===== src/rtl/lpm_pkg.sv =====
package lpm_pkg;

    typedef enum logic [1:0] {
        MODE_RUN   = 2'd0,
        MODE_IDLE  = 2'd1,
        MODE_PDOWN = 2'd2
    } lpm_mode_e;

    typedef struct packed {
        logic osc;
        logic cpu;
        logic per;
    } lpm_clk_en_s;

    // Clock enables implied by each mode
    function automatic lpm_clk_en_s clk_en_for(lpm_mode_e m);
        lpm_clk_en_s e;
        case (m)
            MODE_IDLE:  e = '{osc: 1'b1, cpu: 1'b0, per: 1'b1};
            MODE_PDOWN: e = '{osc: 1'b0, cpu: 1'b0, per: 1'b0};
            default:    e = '{osc: 1'b1, cpu: 1'b1, per: 1'b1};
        endcase
        return e;
    endfunction

    // Power-down outranks idle when both bits arrive together
    function automatic lpm_mode_e mode_on_write(logic want_idle, logic want_pd);
        if (want_pd)
            return MODE_PDOWN;
        else if (want_idle)
            return MODE_IDLE;
        else
            return MODE_RUN;
    endfunction

endpackage


===== src/rtl/lpm_pcon_reg.sv =====
module lpm_pcon_reg
    import lpm_pkg::*;
#(
    parameter int PCON_W   = 8,
    parameter int IDLE_BIT = 0,
    parameter int PD_BIT   = 1
) (
    input  logic              clk,
    input  logic              rst,
    input  lpm_mode_e         mode_i,
    input  logic              wr_i,
    input  logic [PCON_W-1:0] wdata_i,
    input  logic              wake_i,
    output logic [PCON_W-1:0] pcon_o,
    output logic              req_idle_o,
    output logic              req_pd_o
);

    logic              accept;
    logic              wake_clear;
    logic [PCON_W-1:0] pcon_q;

    // Only a running CPU can issue a write
    assign accept     = wr_i && (mode_i == MODE_RUN);
    assign wake_clear = wake_i && (mode_i == MODE_IDLE);
    assign req_idle_o = accept && wdata_i[IDLE_BIT];
    assign req_pd_o   = accept && wdata_i[PD_BIT];

    always_ff @(posedge clk) begin
        if (rst)
            pcon_q <= '0;
        else if (accept)
            pcon_q <= wdata_i;
        else if (wake_clear)
            pcon_q[IDLE_BIT] <= 1'b0;
    end

    assign pcon_o = pcon_q;


    pd_hold_reg_chk: assert property (@(posedge clk) disable iff (rst)
        (mode_i == MODE_PDOWN) |=> $stable(pcon_q));


    wake_clears_idle_chk: assert property (@(posedge clk) disable iff (rst)
        (mode_i == MODE_IDLE && wake_i) |=> !pcon_q[IDLE_BIT]);


    idle_write_drop_chk: assert property (@(posedge clk) disable iff (rst)
        (mode_i == MODE_IDLE && !wake_i) |=> $stable(pcon_q));

endmodule


===== src/rtl/lpm_mode_fsm.sv =====
module lpm_mode_fsm
    import lpm_pkg::*;
(
    input  logic      clk,
    input  logic      rst,
    input  logic      req_idle_i,
    input  logic      req_pd_i,
    input  logic      wake_i,
    output lpm_mode_e mode_o,
    output logic      osc_en_o,
    output logic      cpu_en_o,
    output logic      per_en_o
);

    lpm_mode_e   mode_q, mode_d;
    lpm_clk_en_s en;

    always_comb begin
        mode_d = mode_q;
        case (mode_q)
            MODE_RUN:   mode_d = mode_on_write(req_idle_i, req_pd_i);
            MODE_IDLE:  if (wake_i) mode_d = MODE_RUN;
            MODE_PDOWN: mode_d = MODE_PDOWN;
            default:    mode_d = MODE_RUN;
        endcase
    end

    always_ff @(posedge clk) begin
        if (rst)
            mode_q <= MODE_RUN;
        else
            mode_q <= mode_d;
    end

    assign en       = clk_en_for(mode_q);
    assign mode_o   = mode_q;
    assign osc_en_o = en.osc;
    assign cpu_en_o = en.cpu;
    assign per_en_o = en.per;


    pd_sticky_chk: assert property (@(posedge clk) disable iff (rst)
        (mode_q == MODE_PDOWN) |=> (mode_q == MODE_PDOWN));


    idle_wake_chk: assert property (@(posedge clk) disable iff (rst)
        (mode_q == MODE_IDLE && wake_i) |=> (mode_q == MODE_RUN));


    pd_priority_chk: assert property (@(posedge clk) disable iff (rst)
        (mode_q == MODE_RUN && req_pd_i) |=> (mode_q == MODE_PDOWN));


    idle_entry_chk: assert property (@(posedge clk) disable iff (rst)
        (mode_q == MODE_RUN && req_idle_i && !req_pd_i) |=> (mode_q == MODE_IDLE));


    idle_osc_chk: assert property (@(posedge clk) disable iff (rst)
        (mode_q == MODE_IDLE) |-> (osc_en_o && per_en_o && !cpu_en_o));

endmodule


===== src/rtl/lpm_pin_mux.sv =====
module lpm_pin_mux
    import lpm_pkg::*;
#(
    parameter int DATA_W = 8,
    parameter int PWM_N  = 2
) (
    input  logic              clk,
    input  logic              rst,
    input  lpm_mode_e         mode_i,
    input  logic              ext_fetch_i,
    input  logic              cpu_ale_i,
    input  logic              cpu_psen_i,
    input  logic [DATA_W-1:0] p0_norm_i,
    input  logic              p0_norm_oe_i,
    input  logic [DATA_W-1:0] p0_latch_i,
    input  logic [DATA_W-1:0] p2_addr_i,
    input  logic [DATA_W-1:0] p2_latch_i,
    input  logic [PWM_N-1:0]  pwm_norm_i,
    output logic              ale_o,
    output logic              psen_o,
    output logic [DATA_W-1:0] p0_o,
    output logic              p0_oe_o,
    output logic [DATA_W-1:0] p2_o,
    output logic [PWM_N-1:0]  pwm_o
);

    logic in_idle, in_pd, held;

    assign in_idle = (mode_i == MODE_IDLE);
    assign in_pd   = (mode_i == MODE_PDOWN);
    assign held    = in_idle || in_pd;

    // Strobes: pass-through, high in idle, low in power-down
    always_comb begin
        if (in_pd) begin
            ale_o  = 1'b0;
            psen_o = 1'b0;
        end else if (in_idle) begin
            ale_o  = 1'b1;
            psen_o = 1'b1;
        end else begin
            ale_o  = cpu_ale_i;
            psen_o = cpu_psen_i;
        end
    end

    // Port 0: floats under external fetch while held
    always_comb begin
        if (!held) begin
            p0_o    = p0_norm_i;
            p0_oe_o = p0_norm_oe_i;
        end else if (ext_fetch_i) begin
            p0_o    = '0;
            p0_oe_o = 1'b0;
        end else begin
            p0_o    = p0_latch_i;
            p0_oe_o = 1'b1;
        end
    end

    // Port 2: the address byte is replaced by the latch only in power-down
    always_comb begin
        if (ext_fetch_i && !in_pd)
            p2_o = p2_addr_i;
        else
            p2_o = p2_latch_i;
    end

    for (genvar i = 0; i < PWM_N; i++) begin : g_pwm
        assign pwm_o[i] = held ? 1'b1 : pwm_norm_i[i];
    end


    pd_strobes_low_chk: assert property (@(posedge clk) disable iff (rst)
        in_pd |-> (!ale_o && !psen_o));


    pd_port2_latch_chk: assert property (@(posedge clk) disable iff (rst)
        in_pd |-> (p2_o == p2_latch_i));


    ext_p0_float_chk: assert property (@(posedge clk) disable iff (rst)
        (held && ext_fetch_i) |-> !p0_oe_o);

endmodule


===== src/rtl/lowpwr_ctrl.sv =====
module lowpwr_ctrl
    import lpm_pkg::*;
#(
    parameter int DATA_W   = 8,
    parameter int PWM_N    = 2,
    parameter int IDLE_BIT = 0,
    parameter int PD_BIT   = 1
) (
    input  logic              clk,
    input  logic              rst,
    input  logic              reg_wr,
    input  logic [DATA_W-1:0] reg_wdata,
    input  logic              irq_wake,
    input  logic              ext_fetch,
    input  logic              cpu_ale,
    input  logic              cpu_psen,
    input  logic [DATA_W-1:0] p0_norm,
    input  logic              p0_norm_oe,
    input  logic [DATA_W-1:0] p0_latch,
    input  logic [DATA_W-1:0] p2_addr,
    input  logic [DATA_W-1:0] p2_latch,
    input  logic [PWM_N-1:0]  pwm_norm,
    output logic              osc_en,
    output logic              cpu_clk_en,
    output logic              per_clk_en,
    output logic [1:0]        mode_o,
    output logic [DATA_W-1:0] pcon_o,
    output logic              ale_o,
    output logic              psen_o,
    output logic [DATA_W-1:0] p0_o,
    output logic              p0_oe,
    output logic [DATA_W-1:0] p2_o,
    output logic [PWM_N-1:0]  pwm_o
);

    lpm_mode_e mode;
    logic      req_idle, req_pd;

    lpm_pcon_reg #(
        .PCON_W  (DATA_W),
        .IDLE_BIT(IDLE_BIT),
        .PD_BIT  (PD_BIT)
    ) u_pcon (
        .clk       (clk),
        .rst       (rst),
        .mode_i    (mode),
        .wr_i      (reg_wr),
        .wdata_i   (reg_wdata),
        .wake_i    (irq_wake),
        .pcon_o    (pcon_o),
        .req_idle_o(req_idle),
        .req_pd_o  (req_pd)
    );

    lpm_mode_fsm u_fsm (
        .clk       (clk),
        .rst       (rst),
        .req_idle_i(req_idle),
        .req_pd_i  (req_pd),
        .wake_i    (irq_wake),
        .mode_o    (mode),
        .osc_en_o  (osc_en),
        .cpu_en_o  (cpu_clk_en),
        .per_en_o  (per_clk_en)
    );

    lpm_pin_mux #(
        .DATA_W(DATA_W),
        .PWM_N (PWM_N)
    ) u_pins (
        .clk         (clk),
        .rst         (rst),
        .mode_i      (mode),
        .ext_fetch_i (ext_fetch),
        .cpu_ale_i   (cpu_ale),
        .cpu_psen_i  (cpu_psen),
        .p0_norm_i   (p0_norm),
        .p0_norm_oe_i(p0_norm_oe),
        .p0_latch_i  (p0_latch),
        .p2_addr_i   (p2_addr),
        .p2_latch_i  (p2_latch),
        .pwm_norm_i  (pwm_norm),
        .ale_o       (ale_o),
        .psen_o      (psen_o),
        .p0_o        (p0_o),
        .p0_oe_o     (p0_oe),
        .p2_o        (p2_o),
        .pwm_o       (pwm_o)
    );

    assign mode_o = mode;


    pd_entry_chk: assert property (@(posedge clk) disable iff (rst)
        (mode_o == 2'd0 && reg_wr && reg_wdata[PD_BIT]) |=> (mode_o == 2'd2 && !osc_en));


    write_lands_chk: assert property (@(posedge clk) disable iff (rst)
        (mode_o == 2'd0 && reg_wr) |=> (pcon_o == $past(reg_wdata)));

endmodule


===== config.mk =====
export PLATFORM = sky130hd
export DESIGN_NAME = lowpwr_ctrl
export DESIGN_NICKNAME = d
export VERILOG_FILES = /design/src/rtl/lpm_pkg.sv /design/src/rtl/lpm_pcon_reg.sv /design/src/rtl/lpm_mode_fsm.sv /design/src/rtl/lpm_pin_mux.sv /design/src/rtl/lowpwr_ctrl.sv
export SDC_FILE = /design/constraint.sdc
export NUM_CORES = 1
export LEC_CHECK = 0
export ABC_CLOCK_PERIOD_IN_PS = 3500
export BUFFER_PORTS_ARGS = -buffer_cell sky130_fd_sc_hd__buf_4
export CAP_MARGIN = 20
export CORE_UTILIZATION = 37
export DETAILED_ROUTE_END_ITERATION = 8
export PLACE_DENSITY = 0.84
export SLEW_MARGIN = 10
export SYNTH_ARGS = -nofsm -noshare
export SYNTH_HDL_FRONTEND = slang
export SYNTH_SLANG_ARGS = --single-unit

===== constraint.sdc =====
create_clock -name clk -period 3.5 [get_ports clk]
set_input_delay 0.7 -clock clk [delete_from_list [all_inputs] [get_ports clk]]
set_output_delay 0.7 -clock clk [all_outputs]
set_load 0.01 [all_outputs]

==> results of run 1 <==
[area by class of cell]
type | instances | area share
sequential | 10 | 0.1396
tap | 27 | 0.02356
clock buffer | 4 | 0.02531
inverter | 6 | 0.01571
timing repair buffer | 83 | 0.4346
multi-input combinational | 61 | 0.3613
[worst max-delay path: stages, from the launching register on]
cell and delay (ps):
dfxtp_1 400, inv_1 90, ha_1 370, nor2b_1 450, a22o_1 210, buf_4 120
[power by group through the flow]
stage	Combinational [uW]	Clock [uW]	Sequential, uW
final	196	101	126
after global routing	209	111	127
after CTS	196	104	126
after detailed placement	196	0	128
after global placement	192	0	128
after floorplan	93.8	0	131
[final timing paths]
| path | endpoint | slack [ps] | cells past startpoint |
|---|---|---|---|
| worst max-delay path | p0_o[3] | 910 | 5 |
| worst min-delay path | u_pcon.pcon_o[0] | 480 | 1 |
| worst max register to register | u_fsm.mode_o[1] | 1980 | 4 |
| worst min register to register | u_pcon.pcon_o[0] | 480 | 1 |
[metal layers]
metal	vias up	routed length, um
li1	464	-
met5	-	0
met1	428	1114
met4	0	0
met3	0	205
met2	51	1366
[flip-flops by register name, indices dropped and copies added, names as in the netlist]
register,flops
u_pcon.pcon_o,8
u_fsm.mode_o,2
[per-stage QoR]
step,worst slack (ps),total power (uW),instance area [um2],hold WS [ps]
floorplan,1473,225.2,808.3,519.3
global placement,1261,320.4,1398,465.0
detailed placement,1187,324.5,1398,469.1
CTS,887.4,426.5,1434,487.7
global route,744.9,447.2,1434,514.7
finish,906.5,423.1,1434,482.6
[cells in the final DEF (no fill, tap or decap), types with 2 or more instances in the layout]
| cell | n |
|---|---|
| mux2_4 | 8 |
| nand3_1 | 7 |
| a31o_1 | 2 |
| buf_4 | 83 |
| ha_1 | 4 |
| and4b_1 | 2 |
| clkbuf_4 | 3 |
| a21bo_1 | 4 |
| dfxtp_1 | 10 |
| a21oi_1 | 8 |
| a22o_1 | 7 |
| nand2_1 | 2 |
| or2_2 | 2 |
| a21bo_2 | 3 |
| inv_1 | 5 |
| nor2_1 | 4 |
[logic make-up (layout without fill, tap and decap cells)]
logic type	after synthesis	after routing	synth area share
AOI/OAI and AO/OA	27	27	0.2647
and+or+nand+nor	22	22	0.1656
buffers and inverters	14	93	0.1114
DFF	10	10	0.2477
muxes	8	8	0.1486
adders and majority gates	4	4	0.06192
==> results.md, run 1 <==
Status:
- The flow ran to the end, and the final reports show no timing, DRC or antenna violations.

Final layout:
- Relative to the synthesized area, the layout overhead comes to 77.40%.
- The number of inserted diodes is 0.
- The post-layout utilization of the core is 0.7163.
- The proportion of layout cells with a drive suffix above 1 is 0.6220.
- The filler cells instantiated in the layout total 180.
- The area taken by flip-flops and latches is 200.2 um2.
- For this run, the number of standard cells in the final layout without fillers is 191.
- In the final layout, the multi-input gates occupy 518.0 um2.
- The number of nets in the finished design is 219.

Timing:
- For this run, the top clock speed supported by timing is 0.3856 GHz.
- The final-report setup violation count is 0.
- The worst clock skew on the final layout is 5.660 ps.
- The total count of hold-check failures in the final report is 0.
- The number of max-slew violations in the final report is 0.
- Dividing the final minimum period by the clock period gives 0.7410.
- The headroom to the max-slew limit is 0.6259.
- Setup repair after global routing left no endpoint under its margin.
- The time the final worst path needs with I/O delays and setup is 2594 ps.
- The total negative slack is 0 ps.
- At the pin with the least slew margin, the transition time is 561.1 ps.

Clock network:
- The number of buffers inserted for hold repair after clock tree synthesis is 0.
- After clock tree synthesis, the clock-pin slew on the worst setup and hold paths is 70 ps.
- The TritonCTS clock tree is done.
- CTS saw 10 sinks.
- The clock root buffer master is clkbuf_4.
- The buffers inserted during post-CTS setup optimization is 0.
- The number of buffers created by CTS is 3.
- The insertion delay of the later-clocked pin in the worst-skew pair is 260 ps.
- After clock tree synthesis, the repair step resized 0 gates.
- The maximum level of the CTS H-tree is 1.
- No sink is reached through more buffers than the 2 on the longest clock path.

Floorplanning:
- The die width is 48.74 um.
- The initial core utilization is 0.4037.
- The die outline height is 48.74 um.
- The number of placement rows is 16.
- The number of I/O pins is 84.
- The die footprint is 2376 um2.
- The total core area is 2002 um2.

GRT:
- In the global route stage, overall resource usage came out at 0.2278.
- The largest net degree at the start of global routing is 18.
- For met1 alone, demand over resource in global routing was 0.2772.
- The first-pass GRT wire length is 4160 um.
- In the global route stage, met2 resource usage came out at 0.4005.
- The number of global-route vias before repair is 859.
- The busiest metal layer after global routing is met2.
- The initial antenna violation count is 0.
- The global route total overflow is 0.
- For this run, global-route usage on met3 was measured as 0.05975.

Synthesis:
- The post-synthesis sequential element count is 10.
- The commonest cells after synthesis are dfxtp_1 (10), a21oi_1 (8), mux2_4 (8).
- Yosys attributes the largest share of cell area to dfxtp_1 (25%), mux2_4 (15%), a22o_1 (7.6%).
- The synthesized netlist contains 26 unique library cells.
- Of all flip-flops after synthesis, the portion carrying an async set or reset was 0.
- The number of enable-type register cells in the synthesized netlist is 0.
- The total nets after synthesis is 139.
- The most area-hungry cell type in the Yosys netlist is dfxtp_1.
- The netlist area before placement is 808.3 um2.
- The main flop type after synthesis is dfxtp_1.
- The gate count of the mapped netlist is 85.
- A synthesized cell averages 9.509 um2.
- The post-synthesis sequential area ratio is 0.2477.
- Of the post-synthesis cell area, the dominant cell type holds 0.2477.
- Yosys instantiated no cell more often than dfxtp_1.
- Yosys printed 0 warnings.

Setup path:
- STA classifies the critical path startpoint as a flip-flop.
- The startpoint of the worst setup timing path is u_fsm.mode_o[1].
- The startpoint of the worst-slack reg-to-reg timing path is u_fsm.mode_o[0].
- The element type at the critical path end is an output port.
- The critical path class is reg2out.
- Data arrives at the worst endpoint at 1890 ps.
- The required time at the worst-slack endpoint is 2800 ps.
- The maximum fanout count along the critical path is 8.

Power and ir drop:
- The net switching power figure is 121.8 uW.
- The internal power is 301.3 uW.
- The switching power share of the total is 0.2880.
- The share of total power dissipated in combinational logic is 0.463.
- The reported leakage power is 0.0007427 uW.
- The sequential cell fraction of total power is 0.298.
- The cell area power density is 295.1 nW/um2.
- The worst IR drop on VDD is 0.2542 mV.
- The clock share of power is 0.240.

Routing:
- The number of vias in the routed layout is 943.
- The DRC violation count after routing is 0.
- The count of nets left with antenna violations once routing finished came out at 0.
- The iteration count of the initial detailed-routing pass is 4.
- The total wire length after detailed routing is 2686 um.
- The vias per cell is 4.937.
- For this block, the initial DRC count from the detailed router was 15.
- Dividing the detail-routed wire length by the instance count gives 14.06 um.

Min path:
- The path category of the worst min-delay check is reg2reg.
- The startpoint of the lowest-slack hold path is u_pcon.pcon_o[0].

Placement:
- Routability-driven placement finished with a final weighted congestion of 0.7153.
- The number of cells in the design after placement is 187.
- The count of input and output buffers is 83.
- The detailed-placement wirelength estimate is 2228 um.

Job:
- The max-cap violation count is 0.
No activity file was read; power rests on OpenSTA's default activity.
==> run 2: changes to the inputs <==
- ABC_AREA: default -> 1
- ABC_CLOCK_PERIOD_IN_PS: 3500 -> 2400
- CORE_UTILIZATION: 37 -> 33
- PLACE_DENSITY: 0.84 -> 0.79
- clock period: 3.5 -> 2.4 ns (I/O delays scaled with it)
==> results.md, run 2 <==
Synthesis:
- After synthesis, the largest family of logic cells by area is simple AND/OR/NAND/NOR gates.
- The most common cell in the synthesized netlist is nand2_1.
- The share of synthesized area in the top cell type comes to 0.2694.
- Of the total synthesized cell area, the portion taken by full adders, half adders and majority gates is 0.06734.
- Ranked by total cell area, the synthesized netlist is headed by dfxtp_1 (27%), nand2_1 (19%), nand3_1 (12%).
- The simple-gate portion of the synthesized area is 0.4832.
- Counting flops with a built-in enable in the synthesized netlist gives 0.
- After synthesis, the share of flip-flops with an asynchronous set or reset is 0.
- The number of warnings printed during yosys synthesis is 0.
- For this run, the register share of the synthesized area comes to 0.2694.
- Summed over all instances, the cell type with the most area after synthesis is dfxtp_1.
- Among all flip-flop cells after synthesis, the most frequent one is dfxtp_1.
- The number of different library cells in the post-synthesis netlist is 18.
- The post-synthesis average cell area is 6.142 um2.
- The compound-gate portion of the synthesized area is 0.08418.
- In the synthesized netlist, the cells that appear most often are nand2_1 (38), nand3_1 (18), nor2_1 (18).
- Measured against the total synthesized area, the mux share comes to 0.
- Synthesis inferred 10 register bits.
- Of the total synthesized cell area, the portion taken by XOR and XNOR cells is 0.
- The cell area that synthesis handed to floorplanning was 743.2 um2.
- The gate count of the mapped netlist is 121.
- The total nets after synthesis is 175.

Clock network:
- The number of buffers created by CTS is 3.
- The clock drives 10 sinks.
- The number of buffers inserted for hold repair after clock tree synthesis is 0.
- Counting along the longest clock path gives a buffer depth of 2.
- The clock root buffer master is clkbuf_4.
- The buffers inserted during post-CTS setup optimization is 0.
- The maximum level of the CTS H-tree is 1.
- After clock tree synthesis, the clock-pin slew on the worst setup and hold paths is 60 ps.
- The TritonCTS clock tree is done.
- The insertion delay of the later-clocked pin in the worst-skew pair is 270 ps.
- The number of resized instances in the post-cts repair step is 0.

Final layout:
- The post-layout utilization of the core is 0.6912.
- In the layout the commonest cells are buf_4 (83), nand2_1 (38), nand3_1 (18), nor2_1 (18), dfxtp_1 (10).
- In the final layout, the share of cells above drive strength 1 is 0.4706.
- The number of nets in the finished design is 259.
- The number of flip-flops in the largest register is 8.
- The multi-input combinational cells in the finished layout cover a total of 471.7 um2.
- Across the whole layout, storage elements account for 200.2 um2.
- The area growth from synthesis to final layout is 89.90%.
- The number of inserted diodes is 0.
- Fill cells in the final layout number 183.
- The commonest non-fill, non-tap cell in the layout is buf_4.

GRT:
- The initial antenna violation count came to 0.
- The number of global-route vias before repair was 958.
- Across every metal layer, demand over resource in global routing totals 0.2019.
- The largest net degree at the start of global routing is 12.
- After global routing the overflow that remains totals 0.
- The first-pass GRT wire length is 3905 um.

Power and ir drop:
- Cell internal power was estimated by the tool at 431.0 uW.
- Of the total power, the share spent switching nets is 0.3230.
- The share of total power dissipated in sequential elements is 0.295.
- Of the total power, the clock network draws 0.233.
- The share of total power dissipated in combinational logic is 0.472.
- In this run the static leakage power is 0.0007985 uW.
- Summed over all nets, the switching power comes to 205.6 uW.
- Power spread over the standard cell area amounts to 451.1 nW/um2.
- VDD sags by at most 0.2621 mV.
- The power consumption is 636.7 uW.

Setup path:
- The element type at the critical path end is an output port.
- The maximum fanout count along the critical path is 11.
- For the worst setup path, the data required time is 1920 ps.
- STA classifies the critical path startpoint as a flip-flop.
- The worst setup path is of the reg2out kind.
- The data arrival at the endpoint of the critical path is 1760 ps.

Floorplanning:
- The number of I/O pins is 84.
- The floorplan has 16 rows.
- In this run the vertical extent of the chip is 49.46 um.
- The initial core utilization is 0.3640.
- The total core area is 2042 um2.
- The die covers 2446 um2.
- In this run the horizontal extent of the chip is 49.46 um.

Routing:
- The DRC violation count after routing is 0.
- The routed layout has 1,069 vias.
- The count of nets left with antenna violations once routing finished came out at 0.
- After detailed routing, the number of vias per cell comes to 4.628.
- The average wire per cell in the routed design is 10.55 um.
- The iteration count of the initial detailed-routing pass is 4.
- Wires add up to 2437 um.
- The iteration-0 DRC count of the detailed router is 10.

Timing:
- The slew at the pin with the worst max-slew slack is 279.6 ps.
- Clock skew on the completed layout was measured at 4.209 ps.
- The number of max-slew violations in the final report is 0.
- The total count of hold-check failures in the final report is 0.
- Setup repair after global routing left no endpoint under its margin.
- For this run, the top clock speed supported by timing is 0.4473 GHz.
- The final period utilization is 0.9314.
- The time the final worst path needs with I/O delays and setup is 2235 ps.
- Setup violations remaining at the end of the flow were counted as 0.
- Setup total negative slack on the finished layout was measured at 0 ps.
- The post-route worst hold slack is 390.1 ps.
- In this run the tightest slew margin relative to its limit is 0.8136.

Placement:
- Detailed placement ended at an HPWL of 2119 um.
- The final weighted congestion in routability-driven placement is 0.7333.
- In this run the tool buffered the top-level ports with 83 buffer cells.

Min path:
- The min-delay analysis places its worst path in the category in2reg.

Status:
- The run finished with clean final reports.

Job:
- Across the run, the number of max-cap violations was 0.
[run 2: cell types whose count changed after synthesis, moves of 3 or more]
cell     before  now
o21ai_0       0    8
mux2_4        8    0
a21oi_1       8    1
nand3_1       7   18
a22o_1        7    0
nand2_1       2   38
inv_1         5    8
a21bo_2       3    0
nor2_1        4   18
a21bo_1       4    0
buf_6         4    0
[run 2: cells by family (layout without fill, tap and decap cells)]
logic type | count (synthesis) | count (layout)
AOI/OAI and AO/OA | 11 | 11
adders and majority gates | 4 | 4
buffers and inverters | 15 | 98
DFF | 10 | 10
and+or+nand+nor | 81 | 81
[run 2: power by group through the flow]
stage               sequential (uW)  combinational (uW)  clock [uW]
finish                          188                 300         148
global route                    190                 329         162
CTS                             188                 303         153
detailed placement              192                 302           0
global placement                191                 297           0
floorplan                       198                 129           0
[run 2: path summary, 6_finish.rpt]
path	from	end	slack (ps)	depth (start not counted)
worst max-delay path	u_fsm.mode_o[1]	p0_oe	160	5
worst max register to register	u_fsm.mode_o[0]	u_fsm.mode_o[1]	1210	6
worst min register to register	u_pcon.pcon_o[5]	u_pcon.pcon_o[5]	490	2
worst min-delay path	rst	u_pcon.pcon_o[0]	390	2
[run 2: area by class of cell]
class,count,area share
clock buffers,4,0.02571
inverters,11,0.03280
multi-input cells,96,0.3342
flip-flops and latches,10,0.1418
well taps,27,0.02394
repair buffers,83,0.4415
[run 2: worst max-delay path: stages (launching register included)]
cell	delay (ps)
dfxtp_1	390
inv_1	80
ha_1	450
inv_1	220
o21ai_0	200
buf_4	150
[run 2: metrics by stage]
stage          cells  setup WS (ps)  cell area [um2]
6_report         231          164.5             1411
5_1_grt          231          10.87             1411
4_1_cts          231          133.4             1411
3_5_place_dp     227          442.5             1375
3_3_place_gp     227          491.1             1375
2_1_floorplan    121          653.3            743.2
[run 2: routing by layer]
metal  share of wire  wire, um  vias to the layer above  track usage
met5               0         0                        -            0
met4          0.0078        19                        0      0.07143
met3            0.12       281                        2      0.05864
met2            0.48      1177                       57       0.3470
met1            0.39       958                      460       0.2369
li1                -         -                      550            -
